<file path="config.mk">
export PLATFORM = sky130hd
export DESIGN_NAME = stack_ptr_unit
export DESIGN_NICKNAME = d
export VERILOG_FILES = /design/src/rtl/stk_pkg.sv /design/src/rtl/stk_frame_seq.sv /design/src/rtl/stk_ptr_reg.sv /design/src/rtl/stack_ptr_unit.sv
export SDC_FILE = /design/constraint.sdc
export NUM_CORES = 1
export LEC_CHECK = 0
export BUFFER_PORTS_ARGS = -buffer_cell sky130_fd_sc_hd__buf_2
export CAP_MARGIN = 20
export CORE_MARGIN = 2
export CORE_UTILIZATION = 48
export DETAILED_ROUTE_END_ITERATION = 7
export HOLD_SLACK_MARGIN = 0.06
export PLACE_DENSITY = 0.77
export SLEW_MARGIN = 20
export SYNTH_ARGS = -nofsm -noshare
export SYNTH_HDL_FRONTEND = slang
export SYNTH_SLANG_ARGS = --single-unit
</file>
<file path="constraint.sdc">
create_clock -name clk -period 3.08 [get_ports clk]
set_input_delay 0.616 -clock clk [delete_from_list [all_inputs] [get_ports clk]]
set_output_delay 0.616 -clock clk [all_outputs]
set_load 0.02 [all_outputs]
</file>
<file path="src/rtl/stk_pkg.sv">
package stk_pkg;
    localparam int PTR_W    = 6;
    localparam int DATA_W   = 8;
    localparam int ADDR_W   = 16;
    localparam int PAGE_W   = ADDR_W - PTR_W;
    localparam logic [PAGE_W-1:0] PAGE_HI = PAGE_W'(16'h00FF >> PTR_W);
    localparam int CALL_LEN = 2;
    localparam int IRQ_LEN  = 5;
    localparam int CNT_W    = $clog2(IRQ_LEN);

    typedef enum logic [1:0] {OP_HOLD, OP_PUSH, OP_PULL, OP_LOAD} sp_op_e;

    typedef struct packed {
        logic             active;
        logic             push_dir;
        logic [CNT_W-1:0] left;
    } frame_t;

    function automatic logic [ADDR_W-1:0] page_addr(input logic [PTR_W-1:0] p);
        return {PAGE_HI, p};
    endfunction
endpackage

</file>
<file path="src/rtl/stk_frame_seq.sv">
module stk_frame_seq
    import stk_pkg::*;
(
    input  logic   clk,
    input  logic   rst,
    input  logic   abort,
    input  logic   call_start,
    input  logic   ret_start,
    input  logic   irq_start,
    input  logic   rti_start,
    output frame_t fr_q,
    output logic   start_any,
    output logic   start_push
);
    logic [CNT_W-1:0] start_len;

    // Priority: interrupt, call, interrupt return, return
    always_comb begin
        start_any  = call_start | ret_start | irq_start | rti_start;
        start_push = irq_start | call_start;
        if (irq_start)       start_len = CNT_W'(IRQ_LEN);
        else if (call_start) start_len = CNT_W'(CALL_LEN);
        else if (rti_start)  start_len = CNT_W'(IRQ_LEN);
        else                 start_len = CNT_W'(CALL_LEN);
    end

    always_ff @(posedge clk) begin
        if (rst || abort) begin
            fr_q <= '0;
        end else if (fr_q.active) begin
            fr_q.left <= fr_q.left - 1'b1;
            if (fr_q.left == CNT_W'(1))
                fr_q.active <= 1'b0;
        end else if (start_any) begin
            fr_q.active   <= 1'b1;
            fr_q.push_dir <= start_push;
            fr_q.left     <= start_len - 1'b1;
        end
    end
endmodule

</file>
<file path="src/rtl/stk_ptr_reg.sv">
module stk_ptr_reg
    import stk_pkg::*;
(
    input  logic             clk,
    input  logic             rst,
    input  sp_op_e           op,
    output logic [PTR_W-1:0] sp_q,
    output logic [PTR_W-1:0] sp_up
);
    assign sp_up = sp_q + 1'b1;

    always_ff @(posedge clk) begin
        if (rst) begin
            sp_q <= '1;
        end else begin
            case (op)
                OP_LOAD: sp_q <= '1;
                OP_PUSH: sp_q <= sp_q - 1'b1;
                OP_PULL: sp_q <= sp_up;
                default: sp_q <= sp_q;
            endcase
        end
    end
endmodule

</file>
<file path="src/rtl/stack_ptr_unit.sv">
module stack_ptr_unit
    import stk_pkg::*;
(
    input  logic              clk,
    input  logic              rst,
    input  logic              push,
    input  logic              pull,
    input  logic              rsp_cmd,
    input  logic              call_start,
    input  logic              ret_start,
    input  logic              irq_start,
    input  logic              rti_start,
    input  logic [DATA_W-1:0] data_in,
    output logic [ADDR_W-1:0] mem_addr,
    output logic              mem_we,
    output logic [DATA_W-1:0] mem_wdata
);
    frame_t           fr_q;
    logic             start_any;
    logic             start_push;
    logic             busy;
    sp_op_e           op;
    logic [PTR_W-1:0] sp_q;
    logic [PTR_W-1:0] sp_up;

    stk_frame_seq u_seq (
        .clk        (clk),
        .rst        (rst),
        .abort      (rsp_cmd),
        .call_start (call_start),
        .ret_start  (ret_start),
        .irq_start  (irq_start),
        .rti_start  (rti_start),
        .fr_q       (fr_q),
        .start_any  (start_any),
        .start_push (start_push)
    );

    stk_ptr_reg u_ptr (
        .clk   (clk),
        .rst   (rst),
        .op    (op),
        .sp_q  (sp_q),
        .sp_up (sp_up)
    );

    assign busy = fr_q.active;

    always_comb begin
        if (rsp_cmd)           op = OP_LOAD;
        else if (busy)         op = fr_q.push_dir ? OP_PUSH : OP_PULL;
        else if (start_any)    op = start_push ? OP_PUSH : OP_PULL;
        else if (push && pull) op = OP_HOLD;
        else if (push)         op = OP_PUSH;
        else if (pull)         op = OP_PULL;
        else                   op = OP_HOLD;
    end

    always_comb begin
        mem_addr  = page_addr((op == OP_PULL) ? sp_up : sp_q);
        mem_we    = (op == OP_PUSH);
        mem_wdata = data_in;
    end
endmodule

</file>
; Word-level counts from Yosys, hierarchy flattened
; Cells that the tools add are included.
[totals]
ff_bits = 11
word_cells = 39
[op_classes]
addsub = 4
n_eq_ne = 4
n_mux = 17
n_bitwise = 5
n_reduce_logical = 5
[op_table]
columns = cell, n
row1 = $pmux W6 S3, 1
row2 = $mux W2, 8
row3 = $mux W3, 4
row4 = $add A6 B1 Y6 const B, 1
row5 = $mux W6, 1
row6 = $sub A3 B1 Y3 const B, 2
row7 = $sub A6 B1 Y6 const B, 1
row8 = $mux W5, 1
row9 = $eq A2 B2 Y1 const B, 2
row10 = $or A1 B1 Y1, 4
row11 = $eq A3 B1 Y1 const B, 1
row12 = $reduce_bool A3 Y1, 1
row13 = $eq A2 B1 Y1 const B, 1
row14 = $mux W1, 2
row15 = $reduce_and A2 Y1, 1
row16 = $reduce_bool A2 Y1, 1
row17 = $logic_and A1 B1 Y1, 1
row18 = $logic_or A1 B1 Y1, 1
row19 = $not A1 Y1, 1

; Longest topological paths before layout
; Gate-level depths: netlist of run 1.
[depth]
depth_word = 8
depth_mapped = 10
depth_no_buf = 9

; Cells and area by module
; A second synthesis of run 1 with hierarchy kept.
[unflattened]
cells_unflattened = 135
area_unflattened_um2 = 1116.1
[by_module_without_submodules]
columns = module, instances, cells_per_inst, area_each_um2, seq_area_each_um2
row1 = stk_ptr_reg, 1, 59, 474.2, 120.1
row2 = stack_ptr_unit, 1, 38, 324.1, 0.0
row3 = stk_frame_seq, 1, 38, 317.8, 100.1

; Least setup slack after synthesis of run 1
; OpenSTA, ideal clock, no wires.
[synth_path]
path_type = input to output
from = input port irq_start
to = output port mem_addr[3]
t_arrival_ps = 2316
setup_slack_ps = 148
stages = 6
path_buffers = 0
cell_sequence = or2_4 -> mux2_2 -> a311oi_2 -> ha_1 -> nand4_1 -> xnor2_1
[synth_between]
elab_chain_len = 7
word_cells_on_any_way = 9
[synth_lines]
columns = item, line_no
row1 = start: declaration, stack_ptr_unit.sv:11  ; input logic irq_start,
row2 = "$or A1 B1 Y1, on equally long branches", "stk_frame_seq.sv:20, stk_frame_seq.sv:19"
row3 = $mux W2 / $or A1 B1 Y1 (equally long branches), "stack_ptr_unit.sv:52, stk_frame_seq.sv:19"
row4 = $mux W2 *, stack_ptr_unit.sv:52  ; else if (start_any) op = start_push ? OP_PUSH : OP_PULL;
row5 = $mux W2 *, stack_ptr_unit.sv:51  ; else if (busy) op = fr_q.push_dir ? OP_PUSH : OP_PULL;
row6 = $mux W2 *, stack_ptr_unit.sv:50  ; if (rsp_cmd) op = OP_LOAD;
row7 = $eq A2 B2 Y1 *, stack_ptr_unit.sv:60  ; mem_addr = page_addr((op == OP_PULL) ? sp_up : sp_q);
row8 = $mux W6 *, stack_ptr_unit.sv:60
row9 = end: declaration, stack_ptr_unit.sv:14  ; output logic [ADDR_W-1:0] mem_addr,
; Every way passes the cells marked *; elsewhere a longest branch is shown, timed or not.

; Worst setup path after layout of run 1
; Ends and elaborated chain as after synthesis.

==> out/metrics.csv, run 1 <==
stage;metric;value;unit
yosys;Synth Area per Inst;7.98;sq um
yosys;fraction of registers with async set/reset;0;
placed_design;RePlAce Congestion;0.865;
routing;DRC viols;0;
hold_path;worst min path class;reg2reg;
floorplanning;Ports;42;
yosys;post-synthesis mux area share;0.0290;
yosys;Synth top area share;0.204;
critical_path;reg2reg start;u_seq.fr_q[4]$_SDFF_PP0_;
critical_path;crit-path max FO;6;
critical_path;RR Endpoint;u_ptr.sp_q[5]$_SDFFE_PP1P_;
yosys;Post-synth EDFFs;0;
yosys;adder-cell share of the synthesized area;0.105;
yosys;top post-synthesis cells by count;buf_4 (18), dfxtp_1 (11), inv_1 (11);
clocking;H-tree depth;1;
finish;final instance area;0.00114;sq mm
critical_path;worst path cell trace;buf_2, or2_4, mux2_2, a311oi_4, ha_4, nand4_1, xnor2_1, buf_2;
outcome;status;complete, no violations;
yosys;Synth Area in XOR/XNOR;0.0407;
clocking;Clock transition at path regs;80;ps
floorplanning;Rows;17;
floorplanning;core region area;0.00217;sq mm
critical_path;Buf+Inv Stages, Crit Path;2;
timing;Final setup viols;0;
clocking;Clock Latency Late Sink;280;ps
routing;vias;935;
yosys;most numerous cell in the Yosys netlist;buf_4;
finish;final-stage net count;170;
critical_path;Most common cell on crit path;buf_2;
yosys;Gate Count Post-Synth;135;
critical_path;Worst EP arrival;2370;ps
yosys;Simple-Gate Fraction of Synth Area;0.218;
clocking;Max Root-Sink Buffers;2;
hold_path;hold path startpoint;u_seq.fr_q[3]$_SDFFE_PP0P_;
critical_path;critical path endpoint category;output pin;
clocking;Clock Sink Count;11;
yosys;sequential share of the synthesized area;0.204;
global_routing;first-pass GRT wire length;4020;um
floorplanning;die area;0.00264;sq mm
routing;Detailed Routing Iterations Pass 1;4;
yosys;Synth Area in Compound Gates;0.197;
timing;minimum clock period;2980;ps
placed_design;DP Wirelength;1830;um
hold_path;Hold Crit Depth;2;
clocking;Post-CTS Repair Setup Buffers;0;
finish;Syn-to-layout area delta;5.57;%
routing;via-per-instance ratio;5.47;
clocking;CTS Hold Bufs;0;
power_and_ir_drop;Worst VDD drop;0.000225;V
job;MaxCap Viol Count;0;
power_and_ir_drop;Leak;0.491;nW
timing;skew final;8.00;ps
yosys;Synth Register Bits;11;
global_routing;grt ovf;0;
yosys;Synth area leaders;dfxtp_1 (20%), buf_4 (13%), ha_1 (10%), xnor2_1 (4.1%), inv_1 (3.8%);
clocking;CTS Buf Count;3;
timing;setup_tns;0;ps
critical_path;Startpoint Class;primary input;
placed_design;Post-Place Cell Area;0.00109;sq mm
clocking;CTS tree;built;
yosys;Synth Cell Area;0.00108;sq mm
yosys;yosys warns;0;
routing;Detail Route Antenna Nets;0;
power_and_ir_drop;Final Total Pwr;0.000460;W
timing;Max Freq;335;MHz
placed_design;PortBufs;15;
routing;wirelength, routed;2330;um
critical_path;WP data required;2460;ps
floorplanning;initial core utilization;0.497;
global_routing;number of global-route vias before repair;899;
yosys;area leader, netlist;dfxtp_1;
floorplanning;Die Y;51.4;um
timing;Slew Viols, Final;0;
clocking;CTS root buf;clkbuf_4;
finish;fraction of layout cells with a size suffix above 1;0.224;
timing;final hold violations;0;
critical_path;Critical-path top delay cell;a311oi_4;
yosys;largest family of logic cells by synthesized area;simple AND/OR/NAND/NOR gates;
global_routing;pin count of the biggest net entering global routing;15;
critical_path;R2R cell count;10;
critical_path;Worst R2R Setup Slack;450;ps
critical_path;Crit Path Category;in2out;
routing;Iteration-0 DRC Markers;12;
yosys;commonest register cell after synthesis;dfxtp_1;
critical_path;slowest cell delay on critical path;360;ps
finish;antenna cells;0;
power_and_ir_drop;PD cells;405;mW/mm^2
yosys;synth unique cells;45;
critical_path;stages on the worst setup path;8;
hold_path;hold endpoint;u_seq.fr_q[3]$_SDFFE_PP0P_;
global_routing;initial antenna violation count;0;
routing;drt wl/cell;13.6;um
global_routing;GRT Total Usage;0.198;
timing;fin crit share;0.969;
floorplanning;chip width;51.4;um
critical_path;CP top delay family;simple AND/OR/NAND/NOR gates;
-- through the flow --
stage | hold slack (ps) | worst slack (ps) | util | instances
final | 516 | 96.6 | 0.524 | 171
after global placement | 477 | 118 | 0.501 | 167
after global routing | 557 | -9.82 | 0.524 | 171
after floorplan | 452 | 148 | - | 143
after detailed placement | 506 | -17.0 | 0.501 | 167
after CTS | 518 | 17.1 | 0.514 | 171
-- registers in the layout, indices dropped and copies added, names as in the netlist --
| register | flops |
|---|---|
| u_seq.fr_q | 5 |
| u_ptr.sp_q | 6 |
-- worst register-to-register path, delay by kind of cell, from the launching register on --
family          cells  cell delay, ps
compound gates      5             890
flops               1             520
mux                 1             420
buf+inv             3             400
fa+ha+maj           1             270
-- area by class of cell --
class	count	area (sq um)
Inverter	12	45.0
Timing Repair Buffer	20	113
Clock buffer	3	22.5
Clock inverter	1	5.00
Fill cell	226	1030
Sequential cell	11	220
Tap cell	28	35.0
Multi-Input combinational cell	96	697
-- how the worst max path moves through the flow --
stage	start	end
after floorplan	irq_start	mem_addr[3]
after global placement	irq_start	mem_addr[5]
after detailed placement	irq_start	mem_addr[3]
after CTS	irq_start	mem_addr[3]
after global routing	irq_start	mem_addr[3]
final	irq_start	mem_addr[3]
-- where the power goes --
group          switching (W)  leakage (nW)  internal, W
logic               0.000104         0.382    0.0000737
registers          0.0000235        0.0908     0.000155
clock network      0.0000559        0.0177    0.0000481
total               0.000184         0.491     0.000276
-- routing by layer --
metal | share of wire | routed length (um) | vias up | GRT usage
met1 | 0.40 | 939 | 441 | 0.230
met3 | 0.054 | 126 | 0 | 0.0468
met4 | 0 | 0 | 0 | 0.0439
met5 | 0 | 0 | - | 0
li1 | - | - | 460 | -
met2 | 0.54 | 1270 | 34 | 0.361
-- timing repair --
item,CTS,global route
setup endpoints to repair,1,2
endpoints found under the hold margin,0,0
gates resized for setup,1,2
pin swaps,0,1
-- logic make-up after synthesis --
kind of cell / count (synthesis)
AOI/OAI and AO/OA: 29
xor gates and xnor gates: 5
adders and majority gates: 9
buffers and inverters: 36
DFF: 11
muxes: 3
other: 2
and+or+nand+nor: 40
-- placed cells by master (no fill, tap or decap), types with 5 or more instances in the layout --
cell type  synthesis  final
a21oi_1            7      7
conb_1             2     10
ha_1               9      8
buf_2              3     15
nand2_1            5      5
buf_4             18      5
nor2_1             8      8
o21ai_0            5      5
xnor2_1            5      5
dfxtp_1           11     11
inv_1             11     11
Power figures use the tool's default switching activity.
==> run 2, diff against run 1 <==
--- a/config.mk
+++ b/config.mk
@@ -7,8 +7,10 @@
 export LEC_CHECK = 0
 export BUFFER_PORTS_ARGS = -buffer_cell sky130_fd_sc_hd__buf_2
 export CAP_MARGIN = 20
+export CELL_PAD_IN_SITES_DETAIL_PLACEMENT = 0
+export CELL_PAD_IN_SITES_GLOBAL_PLACEMENT = 1
 export CORE_MARGIN = 2
-export CORE_UTILIZATION = 48
+export CORE_UTILIZATION = 34
 export DETAILED_ROUTE_END_ITERATION = 7
 export HOLD_SLACK_MARGIN = 0.06
 export PLACE_DENSITY = 0.77
==> run 2 against run 1 <==
Compared with the run above:
- non-clock buffer count stayed put
- combinational power is 3% lower
- wire length is 6.2% lower
- first-iteration DRC count grew to 4.5 times the previous value
- sequential power hardly changed
- critical path depth stayed put
- clock skew is 2.7 ps lower
- core utilization is 15 points lower
- fmax is 1.4% higher
- die area is 38% higher
- highest routed layer is now met4
==> out/metrics.csv, run 2 (same netlist as run 1, synthesis figures left out) <==
stage;metric;value;unit
power_and_ir_drop;Leak;0.488;nW
critical_path;CP startpoint;irq_start;
job;MaxCap Viol Count;0;
critical_path;Buf+Inv Stages, Crit Path;2;
critical_path;Most common cell on crit path;buf_2;
clocking;H-tree depth;1;
critical_path;crit-path max FO;6;
placed_design;PortBufs;15;
routing;Iteration-0 DRC Markers;54;
finish;fraction of layout cells with a size suffix above 1;0.224;
floorplanning;die area;0.00363;sq mm
finish;commonest non-fill, non-tap cell in the layout;buf_2;
critical_path;reg2reg start;u_seq.fr_q[4]$_SDFF_PP0_;
finish;Syn-to-layout area delta;5.46;%
clocking;Clock transition at path regs;80;ps
global_routing;initial antenna violation count;0;
floorplanning;chip width;60.3;um
floorplanning;Rows;20;
floorplanning;Die Y;60.3;um
floorplanning;initial core utilization;0.356;
finish;final-stage net count;170;
hold_path;hold path startpoint;u_seq.fr_q[3]$_SDFFE_PP0P_;
global_routing;pin count of the biggest net entering global routing;15;
critical_path;Crit Path Category;in2out;
timing;Final setup viols;0;
routing;Detailed Routing Iterations Pass 1;4;
routing;wirelength, routed;2190;um
timing;skew final;5.30;ps
global_routing;number of global-route vias before repair;890;
finish;Biggest register;u_ptr.sp_q;
routing;drt wl/cell;11.7;um
critical_path;critical path endpoint category;output pin;
finish;Largest register FFs;6;
routing;Detail Route Antenna Nets;0;
global_routing;GRT Total Usage;0.135;
timing;final hold violations;0;
placed_design;RePlAce Congestion;0.814;
clocking;CTS tree;built;
critical_path;slowest cell delay on critical path;290;ps
floorplanning;core region area;0.00303;sq mm
clocking;Clock Latency Late Sink;270;ps
critical_path;Worst EP arrival;2330;ps
timing;Slew Viols, Final;0;
finish;antenna cells;0;
power_and_ir_drop;PD cells;400;mW/mm^2
finish;final instance area;0.00114;sq mm
critical_path;worst path cell trace;buf_2, or2_4, mux2_2, a311oi_2, ha_2, nand4_1, xnor2_1, buf_2;
critical_path;CP top delay family;simple AND/OR/NAND/NOR gates;
timing;fin crit share;0.956;
timing;minimum clock period;2940;ps
power_and_ir_drop;Worst VDD drop;0.000202;V
clocking;CTS Buf Count;3;
finish;fill cell count;323;
routing;vias;936;
finish;top flop regs;u_ptr.sp_q: 6 flops, u_seq.fr_q: 5 flops;
hold_path;worst min path class;reg2reg;
clocking;CTS root buf;clkbuf_4;
timing;Max Freq;340;MHz
floorplanning;Ports;42;
critical_path;Critical-path top delay cell;a311oi_2;
finish;final core utilization;0.375;
routing;DRC viols;0;
outcome;status;complete, no violations;
clocking;Post-CTS Repair Setup Buffers;0;
critical_path;WP data required;2460;ps
clocking;Clock Sink Count;11;
global_routing;grt ovf;0;
routing;via-per-instance ratio;5.01;
critical_path;Startpoint Class;primary input;
finish;most frequent cells in the layout;buf_2 (15), inv_1 (11), dfxtp_1 (11), conb_1 (10);
placed_design;DP Wirelength;1670;um
global_routing;first-pass GRT wire length;3790;um
placed_design;Post-Place Cell Area;0.00111;sq mm
clocking;Max Root-Sink Buffers;2;
==> run 2: power by group <==
| group | internal, W | leakage, nW | switching, W |
|---|---|---|---|
| Clock | 0.0000481 | 0.0177 | 0.0000559 |
| Combinational | 0.0000722 | 0.379 | 0.000100 |
| Sequential | 0.000155 | 0.0908 | 0.0000236 |
| Total | 0.000275 | 0.488 | 0.000180 |
==> run 2: worst reg2reg max path, cell delays in order (launching register included) <==
cell and delay (ps):
dfxtp_1 520, mux2_2 400, a311oi_2 290, buf_4 180
inv_2 30, ha_1 290, a22oi_1 230, o221ai_1 150
a221o_1 360
==> run 2: area by class of cell <==
| class | count | area (sq um) | area share |
|---|---|---|---|
| Clock buffer | 3 | 22.5 | 0.0198 |
| Clock inverter | 1 | 5.00 | 0.00441 |
| Multi-Input combinational cell | 96 | 676 | 0.595 |
| Timing Repair Buffer | 20 | 113 | 0.0991 |
| Tap cell | 44 | 55.1 | 0.0485 |
| Sequential cell | 11 | 220 | 0.194 |
| Inverter | 12 | 45.0 | 0.0396 |
==> run 2: per-layer routing <==
layer,share of wire,global-route usage
met3,0.064,0.0519
met2,0.51,0.233
met1,0.42,0.159
met5,0,0
met4,0.0059,0.0254
==> run 2: path summary, 6_finish.rpt <==
check                                    end  cells past startpoint  slack [ps]
hold reg to reg   u_seq.fr_q[3]$_SDFFE_PP0P_                      2         490
hold / removal    u_seq.fr_q[3]$_SDFFE_PP0P_                      2         490
setup reg to reg  u_ptr.sp_q[2]$_SDFFE_PP1P_                      8         520
setup / recovery                 mem_addr[4]                      8         140
==> run 2: metrics by stage <==
step | worst slack (ps) | cells | setup TNS, ps | power (W) | hold slack [ps]
global placement | 138 | 183 | 0 | 0.000349 | 489
CTS | 81.2 | 187 | 0 | 0.000460 | 500
global route | -4.48 | 187 | -6.32 | 0.000494 | 523
detailed placement | 79.2 | 183 | 0 | 0.000354 | 487
finish | 137 | 187 | 0 | 0.000455 | 489
floorplan | 148 | 143 | 0 | 0.000332 | 452
==> run 2: what timing repair did <==
item                       4_1_cts  5_1_grt
setup endpoints to repair        0        3
hold buffers                     0        0
gates resized for setup          0        1
